### src/rtl/opld_pkg.sv
package opld_pkg;
  localparam int TS_W = 2;
  localparam int MS_W = 2;
  localparam int OP_W = 3;
  localparam int SYNC_STAGES = 2;

  typedef enum logic [MS_W-1:0] {
    MS_FETCH = 2'd0, MS_DEFER = 2'd1, MS_EXEC = 2'd2, MS_DMA = 2'd3
  } mstate_e;

  typedef enum logic [OP_W-1:0] {
    OP_AND = 3'd0, OP_TAD = 3'd1, OP_ISZ = 3'd2, OP_DCA = 3'd3,
    OP_JMS = 3'd4, OP_JMP = 3'd5, OP_IOT = 3'd6, OP_OPR = 3'd7
  } opcode_e;

  typedef enum logic [1:0] {
    OPND_ZERO = 2'd0, OPND_TRUE = 2'd1, OPND_COMP = 2'd2
  } opnd_e;

  localparam logic [TS_W-1:0] TS1 = '0;
endpackage

### src/rtl/opnd_select.sv
module opnd_select
  import opld_pkg::*;
(
  input  logic [TS_W-1:0] ts,
  input  logic [MS_W-1:0] mstate,
  input  logic [OP_W-1:0] opcode,
  input  logic            cmp_req,
  output logic            data_ena_n,
  output logic            data_cmp_n
);
  opnd_e choice;

  always_comb begin
    if (ts == TS1)
      choice = OPND_ZERO;
    else if (mstate_e'(mstate) == MS_EXEC && opcode_e'(opcode) == OP_DCA)
      choice = OPND_ZERO;
    else if (cmp_req)
      choice = OPND_COMP;
    else
      choice = OPND_TRUE;
  end

  always_comb begin
    unique case (choice)
      OPND_COMP: begin data_ena_n = 1'b0; data_cmp_n = 1'b0; end
      OPND_TRUE: begin data_ena_n = 1'b0; data_cmp_n = 1'b1; end
      default:   begin data_ena_n = 1'b1; data_cmp_n = 1'b1; end
    endcase
  end
endmodule

### src/rtl/addr_step.sv
module addr_step
  import opld_pkg::*;
(
  input  logic [TS_W-1:0] ts,
  input  logic [MS_W-1:0] mstate,
  input  logic            la_en_n,
  output logic            sel_addr_n,
  output logic            carry_en_n,
  output logic            pc_ld_en_n
);
  logic step;
  logic pc_state;

  always_comb begin
    step     = (ts == TS1) && la_en_n;
    pc_state = (mstate_e'(mstate) == MS_FETCH) || (mstate_e'(mstate) == MS_DMA);
    sel_addr_n = ~step;
    carry_en_n = ~step;
    pc_ld_en_n = ~(step && pc_state);
  end
endmodule

### src/rtl/strobe_gen.sv
module strobe_gen
  import opld_pkg::*;
(
  input  logic            clk,
  input  logic            rst_n,
  input  logic            tp1,
  input  logic            tp3,
  input  logic            tp4,
  input  logic            bus_strobe,
  input  logic            iot_xfer,
  input  logic [MS_W-1:0] mstate,
  input  logic [OP_W-1:0] opcode,
  input  logic            ind,
  input  logic            ld_inh_n,
  input  logic            man_la,
  output logic            reg_clk_n,
  output logic            ma_load_n
);
  logic    clk_fire_d, ma_fire_d;
  logic    clk_q, ma_q;
  logic    tp1_hit, tp3_hit, io_hit;
  mstate_e ms;
  opcode_e op;

  always_comb begin
    ms = mstate_e'(mstate);
    op = opcode_e'(opcode);
    tp1_hit = tp1 && (ms == MS_FETCH || ms == MS_DMA);
    tp3_hit = 1'b0;
    if (tp3) begin
      unique case (ms)
        MS_DEFER: tp3_hit = (op == OP_JMP);
        MS_FETCH: tp3_hit = (op == OP_JMP) && !ind;
        MS_EXEC:  tp3_hit = (op == OP_JMS) || (op == OP_DCA) ||
                            (op == OP_TAD) || (op == OP_AND);
        default:  tp3_hit = 1'b0;
      endcase
    end
    io_hit     = bus_strobe && iot_xfer;
    clk_fire_d = tp1_hit || tp3_hit || io_hit;
    ma_fire_d  = (tp4 && ld_inh_n) || man_la;
  end

  always_ff @(posedge clk or negedge rst_n) begin
    if (!rst_n) begin
      clk_q <= 1'b0;
      ma_q  <= 1'b0;
    end else begin
      clk_q <= clk_fire_d;
      ma_q  <= ma_fire_d;
    end
  end

  assign reg_clk_n = ~clk_q;
  assign ma_load_n = ~ma_q;
endmodule

### src/rtl/opnd_load_ctl.sv
module opnd_load_ctl
  import opld_pkg::*;
(
  input  logic       clk,
  input  logic       rst_n,
  input  logic [1:0] ts,
  input  logic       tp1,
  input  logic       tp3,
  input  logic       tp4,
  input  logic       bus_strobe,
  input  logic       iot_xfer,
  input  logic [1:0] mstate,
  input  logic [2:0] opcode,
  input  logic       ind,
  input  logic       cmp_req,
  input  logic       la_en_n,
  input  logic       ld_inh_n,
  input  logic       man_la,
  output logic       data_ena_n,
  output logic       data_cmp_n,
  output logic       sel_addr_n,
  output logic       carry_en_n,
  output logic       pc_ld_en_n,
  output logic       reg_clk_n,
  output logic       ma_load_n
);
  logic [SYNC_STAGES-1:0] rst_pipe;
  logic                   rst_sync_n;

  always_ff @(posedge clk or negedge rst_n) begin
    if (!rst_n) rst_pipe <= '0;
    else        rst_pipe <= {rst_pipe[SYNC_STAGES-2:0], 1'b1};
  end
  assign rst_sync_n = rst_pipe[SYNC_STAGES-1];

  opnd_select u_opnd (
    .ts(ts), .mstate(mstate), .opcode(opcode), .cmp_req(cmp_req),
    .data_ena_n(data_ena_n), .data_cmp_n(data_cmp_n)
  );

  addr_step u_step (
    .ts(ts), .mstate(mstate), .la_en_n(la_en_n),
    .sel_addr_n(sel_addr_n), .carry_en_n(carry_en_n), .pc_ld_en_n(pc_ld_en_n)
  );

  strobe_gen u_strobe (
    .clk(clk), .rst_n(rst_sync_n), .tp1(tp1), .tp3(tp3), .tp4(tp4),
    .bus_strobe(bus_strobe), .iot_xfer(iot_xfer), .mstate(mstate),
    .opcode(opcode), .ind(ind), .ld_inh_n(ld_inh_n), .man_la(man_la),
    .reg_clk_n(reg_clk_n), .ma_load_n(ma_load_n)
  );
endmodule

### config.mk
export PLATFORM = sky130hd
export DESIGN_NAME = opnd_load_ctl
export DESIGN_NICKNAME = d
export VERILOG_FILES = /design/src/rtl/opld_pkg.sv /design/src/rtl/opnd_select.sv /design/src/rtl/addr_step.sv /design/src/rtl/strobe_gen.sv /design/src/rtl/opnd_load_ctl.sv
export SDC_FILE = /design/constraint.sdc
export NUM_CORES = 1
export LEC_CHECK = 0
export ABC_CLOCK_PERIOD_IN_PS = 1800
export BUFFER_PORTS_ARGS = -buffer_cell sky130_fd_sc_hd__buf_2
export CAP_MARGIN = 15
export CELL_PAD_IN_SITES_DETAIL_PLACEMENT = 0
export CELL_PAD_IN_SITES_GLOBAL_PLACEMENT = 1
export CORE_AREA = 4 4 41 43
export CTS_CLUSTER_SIZE = 30
export DETAILED_ROUTE_END_ITERATION = 6
export DIE_AREA = 0 0 45 47
export PLACE_DENSITY_LB_ADDON = 0.1
export SLEW_MARGIN = 25
export SYNTH_ARGS = -nofsm -noshare
export SYNTH_HDL_FRONTEND = slang
export SYNTH_SLANG_ARGS = --single-unit
### constraint.sdc
create_clock -name clk -period 1.8 [get_ports clk]
set_input_delay 0.36 -clock clk [delete_from_list [all_inputs] [get_ports clk]]
set_output_delay 0.36 -clock clk [all_outputs]
set_load 0.01 [all_outputs]
==> metrics, run 1 <==
Mapped Area=299 um^2; core area=1300 um^2; post-route clock period utilization=0.944; Overflow after GRT=0; total negative setup slack=0 ns; Post-Synthesis Cells=33; CTS root buf=clkbuf_4; Syn-to-layout area delta=61.9%; Fin. Hold Viols=0; worst clock skew=0.00375 ns; CTS Buf Count=3; max_cap viols=0; vias per cell=4.01; first-pass GRT wire length=1.04 mm; syn_nets=57; switching power=68.0 uW; n_diodes=0; register area share after synthesis=0.335; Startpoint Class=primary input; post-route ant nets=0; Initial Util=0.230; CTS H-tree depth=1; Via Count=309; Final Util=0.372; CP Max Fanout=2; CP Data Required Time=1.44 ns; GPL Wtd Cong=0.630; status=completed; post-synth top area share=0.335; clock latency on the worst-skew pair=0.23 ns; Yosys cell types=18; DP Worst Slack=0.0305 ns; RSZ-0062 raised after global routing=no; WL/cell=8.39 um; vias in the first global route=292; yosys warns=0; critical path startpoint=mstate[0]; power per standard cell area=572 nW/um^2; die area=2120 um^2; Post-Syn Area per Cell=9.06 um^2; # DRC=0; reg2reg start=rst_pipe[0]$_DFF_PN0_; Max Slew Vio Count=0; Setup WS post-layout=0.100 ns; flop and latch count out of synthesis=4; fmax=588 MHz; Final min period=1.70 ns; DR iter-0 viols=5; NumNets Final=88; Die X=45 um; min-delay worst type=flip-flop to async pin; setup bufs post-CTS=0; CP cell instances=buf_2, inv_2, ha_2, a31oi_2, and2_1, ha_1, buf_2; clock buffer depth=2; clock power share=0.387; boundary pin count=26; initial antenna violation count=0; leak pwr=0.272 nW; Largest stage delay, worst path=0.26 ns; Global Route Usage Sum=0.0729; Setup violations, final=0; Arr. time, crit path=1.34 ns; Combinational Power Share=0.258; Total Routed Length=646 um; Die Y=47 um; sequential power share=0.355; CP Capture Type=output pin; CTS Sinks=4; hpwl dp=609 um; Area contributors post-synth=dfrtp_1, ha_1, inv_1, o211ai_1, nor2b_4; Pint=209 uW; share of cells above drive strength 1=0.532; drt first pass iters=4; switch share=0.246; largest net degree at the start of global routing=4; Rows=13; slowest cell on the critical path=ha_1; CTS tree=done; Crit path top cell by count=buf_2; area leader, netlist=dfrtp_1; Max VDD drop=190 uV; Clock Pin Slew Worst Setup and Hold Paths=0.04 ns; CP Class=primary input to output pin; input/output buffers=25
## cells in the final DEF (no fill, tap or decap), types with 2 or more instances in the layout
| master | instances |
|---|---|
| ha_1 | 4 |
| dfrtp_1 | 4 |
| clkbuf_4 | 3 |
| inv_1 | 6 |
| buf_2 | 25 |
| nor2_1 | 2 |
| o211ai_1 | 2 |
## synthesized netlist by cell type (all sizes together)
cell type,n
nor2,2
a31oi,1
nor2b,2
buf,1
nand2,1
nand2b,1
dfrtp,4
a22oi,1
ha,5
conb,1
o211ai,2
a21o,1
nand4b,1
a21oi,1
inv,7
nand3,1
and2,1
## critical path: cells and delay by family
family / cells / cell delay [ns]
fa+ha+maj: 2 / 0.44
simple gates: 1 / 0.16
buf+inv: 3 / 0.30
compound gates: 1 / 0.08
## kinds of logic (layout without fill, tap and decap cells)
logic type	count (synthesis)	after routing	synth area share
AOI/OAI and AO/OA	6	6	0.138
adders and majority gates	5	5	0.209
buffers and inverters	8	37	0.113
DFF	4	4	0.335
other	1	1	0.0125
and+or+nand+nor	9	9	0.192
## registers in the layout (all words and copies together), names as in the netlist
register	flops
u_strobe.ma_q	1
u_strobe.clk_q	1
rst_pipe	2
## stage by stage
stage,std cells,cell area [um^2],power (mW),hold WS [ns]
6_report,77,484,0.277,0.0164
3_5_place_dp,73,443,0.170,0.0230
3_3_place_gp,73,443,0.170,0.0215
4_1_cts,77,475,0.285,0.0207
2_1_floorplan,33,299,0.132,0.0111
5_1_grt,77,484,0.307,0.0317
## worst paths after layout
path                       slack, ns                      end  cells past startpoint
hold reg to reg                 0.02  u_strobe.ma_q$_DFF_PN0_                      0
max in group asynchronous       1.26    rst_pipe[0]$_DFF_PN0_                      2
setup reg to reg                1.33    rst_pipe[1]$_DFF_PN0_                      0
hold / removal                  0.02  u_strobe.ma_q$_DFF_PN0_                      0
min in group clk                0.31  u_strobe.ma_q$_DFF_PN0_                      2
setup / recovery                0.10               data_ena_n                      7
## area by class of cell
type / count / area [um^2]
multi-input combinational: 21 / 174
timing repair buffer: 27 / 143
clock buffer: 3 / 22.5
fill: 152 / 817
inverter: 7 / 26.3
tap: 15 / 18.8
sequential: 4 / 100
## repair_timing
action	4_1_cts	5_1_grt
hold endpoints to repair	2	0
hold buffers	1	0
resized for setup	0	3
endpoints found under the setup margin	0	1
## metal layers
metal | GRT usage | vias up | share of wire
met5 | 0 | - | 0
met4 | 0.105 | 0 | 0
met3 | 0.0115 | 0 | 0.11
met2 | 0.110 | 16 | 0.51
met1 | 0.0734 | 131 | 0.37
li1 | - | 162 | -
## power groups by stage
| stage | Clock (mW) | Combinational, mW | Sequential (mW) |
|---|---|---|---|
| after floorplan | 0 | 0.0332 | 0.0992 |
| after global routing | 0.125 | 0.0824 | 0.0991 |
| final | 0.107 | 0.0715 | 0.0984 |
| after detailed placement | 0 | 0.0703 | 0.0997 |
| after global placement | 0 | 0.0704 | 0.0997 |
| after CTS | 0.115 | 0.0720 | 0.0986 |
(Power assumes the default switching activity.)
==> inputs of run 2 (changes only) <==
SETUP_SLACK_MARGIN = 0.4   (was default)
==> metrics, run 2 (synthesis gave the netlist of run 1 again) <==
hpwl dp=633 um (was 609 um); Rows=13 (unchanged); post-route ant nets=0 (unchanged); CTS H-tree depth=1 (unchanged); fillers=137 (was 152); CTS root buf=clkbuf_4 (unchanged); Die Y=47 um (unchanged); met3 GRT Util=0.0153 (was 0.0115); Die X=45 um (unchanged); CP Class=primary input to output pin (unchanged); initial antenna violation count=0 (unchanged); die area=2120 um^2 (unchanged); most frequent cells in the layout=buf_2, inv_1, dfrtp_1 (was buf_2, inv_1, ha_1, dfrtp_1, clkbuf_4); boundary pin count=26 (unchanged); Clock Pin Slew Worst Setup and Hold Paths=0.03 ns (was 0.04 ns); min-delay worst type=flip-flop to async pin (unchanged); Top Registers=rst_pipe: 2 flops, u_strobe.clk_q: 1 flops, u_strobe.ma_q: 1 flops (unchanged); clock buffer depth=2 (unchanged); Largest Register=rst_pipe (unchanged); Combinational Power Share=0.326 (was 0.258); Initial Util=0.230 (unchanged); RSZ-0062 raised after global routing=yes (was no); n_diodes=0 (unchanged); Max Slew Vio Count=0 (unchanged); non-filler cells, final=79 (was 77); sequential cell area=100 um^2 (unchanged); Via Count=318 (was 309); status=completed (unchanged); vias per cell=4.03 (was 4.01); leak pwr=0.302 nW (was 0.272 nW); Startpoint Class=primary input (unchanged); Arr. time, crit path=1.26 ns (was 1.34 ns); Overflow after GRT=0 (unchanged); met2 GRT Util=0.119 (was 0.110); sequential power share=0.326 (was 0.355); CP Max Fanout=2 (unchanged); power per standard cell area=519 nW/um^2 (was 572 nW/um^2); Final Cell Area=582 um^2 (was 484 um^2); Syn-to-layout area delta=94.6% (was 61.9%); Fin. Hold Viols=0 (unchanged); core area=1300 um^2 (unchanged); drt first pass iters=1 (was 4); total negative setup slack=0 ns (unchanged); CP Data Required Time=1.44 ns (about the same); max reg flops=2 (unchanged); multi-input logic area=210 um^2 (was 174 um^2); clock power share=0.348 (was 0.387); commonest non-fill, non-tap cell in the layout=buf_2 (unchanged); switch share=0.250 (was 0.246); gr busiest metal=met2 (unchanged); Total Routed Length=737 um (was 646 um); vias in the first global route=300 (was 292); CTS Buf Count=3 (unchanged); DR iter-0 viols=0 (was 5); CTS Sinks=4 (unchanged); largest net degree at the start of global routing=4 (unchanged); placed cells=73 (unchanged); Final min period=1.62 ns (was 1.70 ns); WL/cell=9.33 um (was 8.39 um); clock latency on the worst-skew pair=0.23 ns (about the same); share of cells above drive strength 1=0.625 (was 0.532); input/output buffers=25 (unchanged); Setup violations, final=0 (unchanged); NumNets Final=90 (was 88); Max VDD drop=153 uV (was 190 uV); GPL Wtd Cong=0.613 (was 0.630); switching power=75.6 uW (was 68.0 uW); max_cap viols=0 (unchanged); CP Capture Type=output pin (unchanged); Global Route Usage Sum=0.0777 (was 0.0729); first-pass GRT wire length=1.15 mm (was 1.04 mm); CTS tree=done (unchanged); post-route clock period utilization=0.898 (was 0.944); fmax=619 MHz (was 588 MHz); Placed Area=468 um^2 (was 443 um^2); worst clock skew=0.000327 ns (was 0.00375 ns); routing usage on met1=0.0849 (was 0.0734); # DRC=0 (unchanged); Pint=227 uW (was 209 uW)
==> run 2: power by group through the flow <==
stage               clock (mW)  sequential [mW]  combinational, mW
floorplan                    0           0.0992             0.0357
global placement             0           0.0996             0.0752
detailed placement           0           0.0997             0.0755
CTS                      0.110           0.0986             0.0891
global route             0.122           0.0988              0.110
finish                   0.105           0.0985             0.0985
==> run 2: area by class of cell <==
| type | count | area share |
|---|---|---|
| Inverter | 7 | 0.0667 |
| Multi-Input combinational cell | 21 | 0.361 |
| Tap cell | 15 | 0.0323 |
| Sequential cell | 4 | 0.172 |
| Timing Repair Buffer | 29 | 0.329 |
| Clock buffer | 3 | 0.0387 |
==> run 2: per-stage QoR <==
step	setup WS (ns)	power (mW)	hold slack (ns)	utilization
final	0.183	0.302	0.0243	0.447
after detailed placement	0.0250	0.175	0.0241	0.360
after CTS	0.165	0.298	0.0269	0.417
after floorplan	0.365	0.135	0.0111	-
after global placement	0.0170	0.175	0.0264	0.360
after global routing	0.136	0.331	0.0312	0.447
==> run 2: critical path, cell delays in order <==
cell and delay (ns):
buf_12 0.11, inv_12 0.04, ha_4 0.13, a31oi_4 0.07, and2_4 0.17, ha_4 0.25, buf_2 0.12
==> run 2: timing repair <==
item / 4_1_cts / 5_1_grt
setup endpoints to repair: 3 / 3
endpoints found under the hold margin: 2 / 0
buffers inserted: 1 / 1
hold buffers: 1 / 0
pin swaps: 4 / 0
resized for setup: 8 / 7
==> run 2: final timing paths <==
check / from / to / slack [ns] / cells after the start
max: mstate[0] / data_ena_n / 0.18 / 7
min: rst_pipe[1]$_DFF_PN0_ / u_strobe.clk_q$_DFF_PN0_ / 0.02 / 0
max reg2reg: rst_pipe[0]$_DFF_PN0_ / rst_pipe[1]$_DFF_PN0_ / 1.33 / 0
min reg2reg: rst_pipe[1]$_DFF_PN0_ / u_strobe.clk_q$_DFF_PN0_ / 0.02 / 0
max in group asynchronous: rst_n / rst_pipe[1]$_DFF_PN0_ / 1.26 / 2
min in group clk: man_la / u_strobe.ma_q$_DFF_PN0_ / 0.31 / 2
==> run 2: metal layers <==
layer	up-vias	wire length (um)
met4	0	19
li1	167	-
met5	-	0
met3	2	59
met1	134	274
met2	15	383
==> inputs of run 3 (changes only) <==
CELL_PAD_IN_SITES_DETAIL_PLACEMENT = default   (was 0)
CELL_PAD_IN_SITES_GLOBAL_PLACEMENT = default   (was 1)
PLACE_DENSITY_LB_ADDON = default   (was 0.1)
==> metrics, run 3 (synthesis gave the netlist of run 1 again) <==
status=completed (unchanged); n_diodes=0 (unchanged); CP Data Required Time=1.44 ns (about the same); NumNets Final=92 (was 90); max reg flops=2 (unchanged); CTS Buf Count=3 (unchanged); gr busiest metal=met2 (unchanged); post-route clock period utilization=0.912 (was 0.898); R2R depth=0 (unchanged); fmax=609 MHz (was 619 MHz); CTS H-tree depth=1 (unchanged); initial antenna violation count=0 (unchanged); sequential cell area=100 um^2 (unchanged); met3 GRT Util=0.0460 (was 0.0153); Top Registers=rst_pipe: 2 flops, u_strobe.clk_q: 1 flops, u_strobe.ma_q: 1 flops (unchanged); total negative setup slack=0 ns (unchanged); multi-input logic area=228 um^2 (was 210 um^2); # DRC=0 (unchanged); CP Capture Type=output pin (unchanged); Largest Register=rst_pipe (unchanged); CP Max Fanout=2 (unchanged); Final Util=0.485 (was 0.447); Initial Util=0.230 (unchanged); routing usage on met1=0.103 (was 0.0849); Max Slew Vio Count=0 (unchanged); worst clock skew=0.000106 ns (was 0.000327 ns); Startpoint Class=primary input (unchanged); Syn-to-layout area delta=111% (was 94.6%); reg2reg start=rst_pipe[0]$_DFF_PN0_ (unchanged); Placed Area=460 um^2 (was 468 um^2); Crit path top cell by count=ha_4 (unchanged); most frequent cells in the layout=buf_2, buf_6, inv_1, buf_4, dfrtp_1 (was buf_2, inv_1, dfrtp_1); CTS Sinks=4 (unchanged); Fin. Hold Viols=0 (unchanged); Setup violations, final=0 (unchanged); boundary pin count=26 (unchanged); R2R Path End=rst_pipe[1]$_DFF_PN0_ (unchanged); commonest non-fill, non-tap cell in the layout=buf_2 (unchanged); input/output buffers=25 (unchanged); leak pwr=0.318 nW (was 0.302 nW); share of cells above drive strength 1=0.667 (was 0.625); WL/cell=10.7 um (was 9.33 um); largest net degree at the start of global routing=4 (unchanged); Final Cell Area=631 um^2 (was 582 um^2); clock buffer depth=2 (unchanged); vias per cell=4.15 (was 4.03); slowest cell on the critical path=ha_4 (unchanged); hpwl dp=629 um (was 633 um); core area=1300 um^2 (unchanged); Total Routed Length=867 um (was 737 um); Overflow after GRT=0 (unchanged); max_cap viols=0 (unchanged); Die Y=47 um (unchanged); Max VDD drop=424 uV (was 153 uV); Crit path max-delay family=adder cells (unchanged); Global Route Usage Sum=0.0855 (was 0.0777); Largest stage delay, worst path=0.20 ns (was 0.25 ns); power per standard cell area=512 nW/um^2 (was 519 nW/um^2); r2r setup slk=1.34 ns (was 1.33 ns); drt first pass iters=2 (was 1); Rows=13 (unchanged); Overall Power=323 uW (was 302 uW); DR iter-0 viols=2 (was 0); Clock Pin Slew Worst Setup and Hold Paths=0.03 ns (about the same); die area=2120 um^2 (unchanged); first-pass GRT wire length=1.26 mm (was 1.15 mm); fillers=138 (was 137); Via Count=336 (was 318); Final min period=1.64 ns (was 1.62 ns); Die X=45 um (unchanged); worst path bufs/invs=3 (unchanged); RSZ-0062 raised after global routing=yes (unchanged); CTS tree=done (unchanged); met2 GRT Util=0.127 (was 0.119); CP Class=primary input to output pin (unchanged); Arr. time, crit path=1.28 ns (was 1.26 ns); clock latency on the worst-skew pair=0.23 ns (about the same); min-delay worst type=flip-flop to async pin (unchanged); post-route ant nets=0 (unchanged); CTS root buf=clkbuf_4 (unchanged); vias in the first global route=326 (was 300); CP cell instances=buf_12, inv_12, ha_4, a31oi_4, and2_4, ha_4, buf_6 (was buf_12, inv_12, ha_4, a31oi_4, and2_4, ha_4, buf_2); GPL Wtd Cong=0.663 (was 0.613)
## run 3: power breakdown
| part | internal (mW) | switching, mW |
|---|---|---|
| Combinational | 0.0691 | 0.0486 |
| Sequential | 0.0966 | 0.00194 |
| Clock | 0.0743 | 0.0323 |
| Total | 0.240 | 0.0828 |
## run 3: cell type report
type | count | share of cell area
clock buffers | 3 | 0.0357
inverters | 7 | 0.0615
multi-input cells | 21 | 0.361
flip-flops and latches | 4 | 0.159
well taps | 15 | 0.0298
repair buffers | 31 | 0.353
## run 3: metal layers
layer,part of all wire,vias to the layer above
li1,-,171
met5,0,-
met2,0.54,17
met3,0.092,0
met4,0,0
met1,0.36,148
## run 3: how the worst max path moves through the flow
stage | start | end | slack [ns] | depth (start not counted)
global route | mstate[0] | data_ena_n | 0.12 | 7
global placement | mstate[0] | data_ena_n | 0.03 | 7
finish | mstate[0] | data_ena_n | 0.16 | 7
floorplan | mstate[0] | data_ena_n | 0.37 | 5
detailed placement | mstate[0] | data_ena_n | 0.01 | 7
CTS | mstate[0] | data_ena_n | 0.17 | 7
## run 3: what timing repair did
item / CTS / global route
endpoints found under the hold margin: 2 / 0
endpoints found under the setup margin: 3 / 3
gates cloned: 0 / 0
resized for setup: 10 / 9
hold buffers: 1 / 0
setup buffers: 3 / 2
pin swaps: 5 / 6
## run 3: per-stage QoR
stage | hold WS (ns) | worst slack [ns] | std cells
2_1_floorplan | 0.0111 | 0.365 | 33
3_3_place_gp | 0.0209 | 0.0301 | 72
3_5_place_dp | 0.0223 | 0.00997 | 72
4_1_cts | 0.0248 | 0.169 | 79
5_1_grt | 0.0325 | 0.123 | 81
6_report | 0.0210 | 0.158 | 81
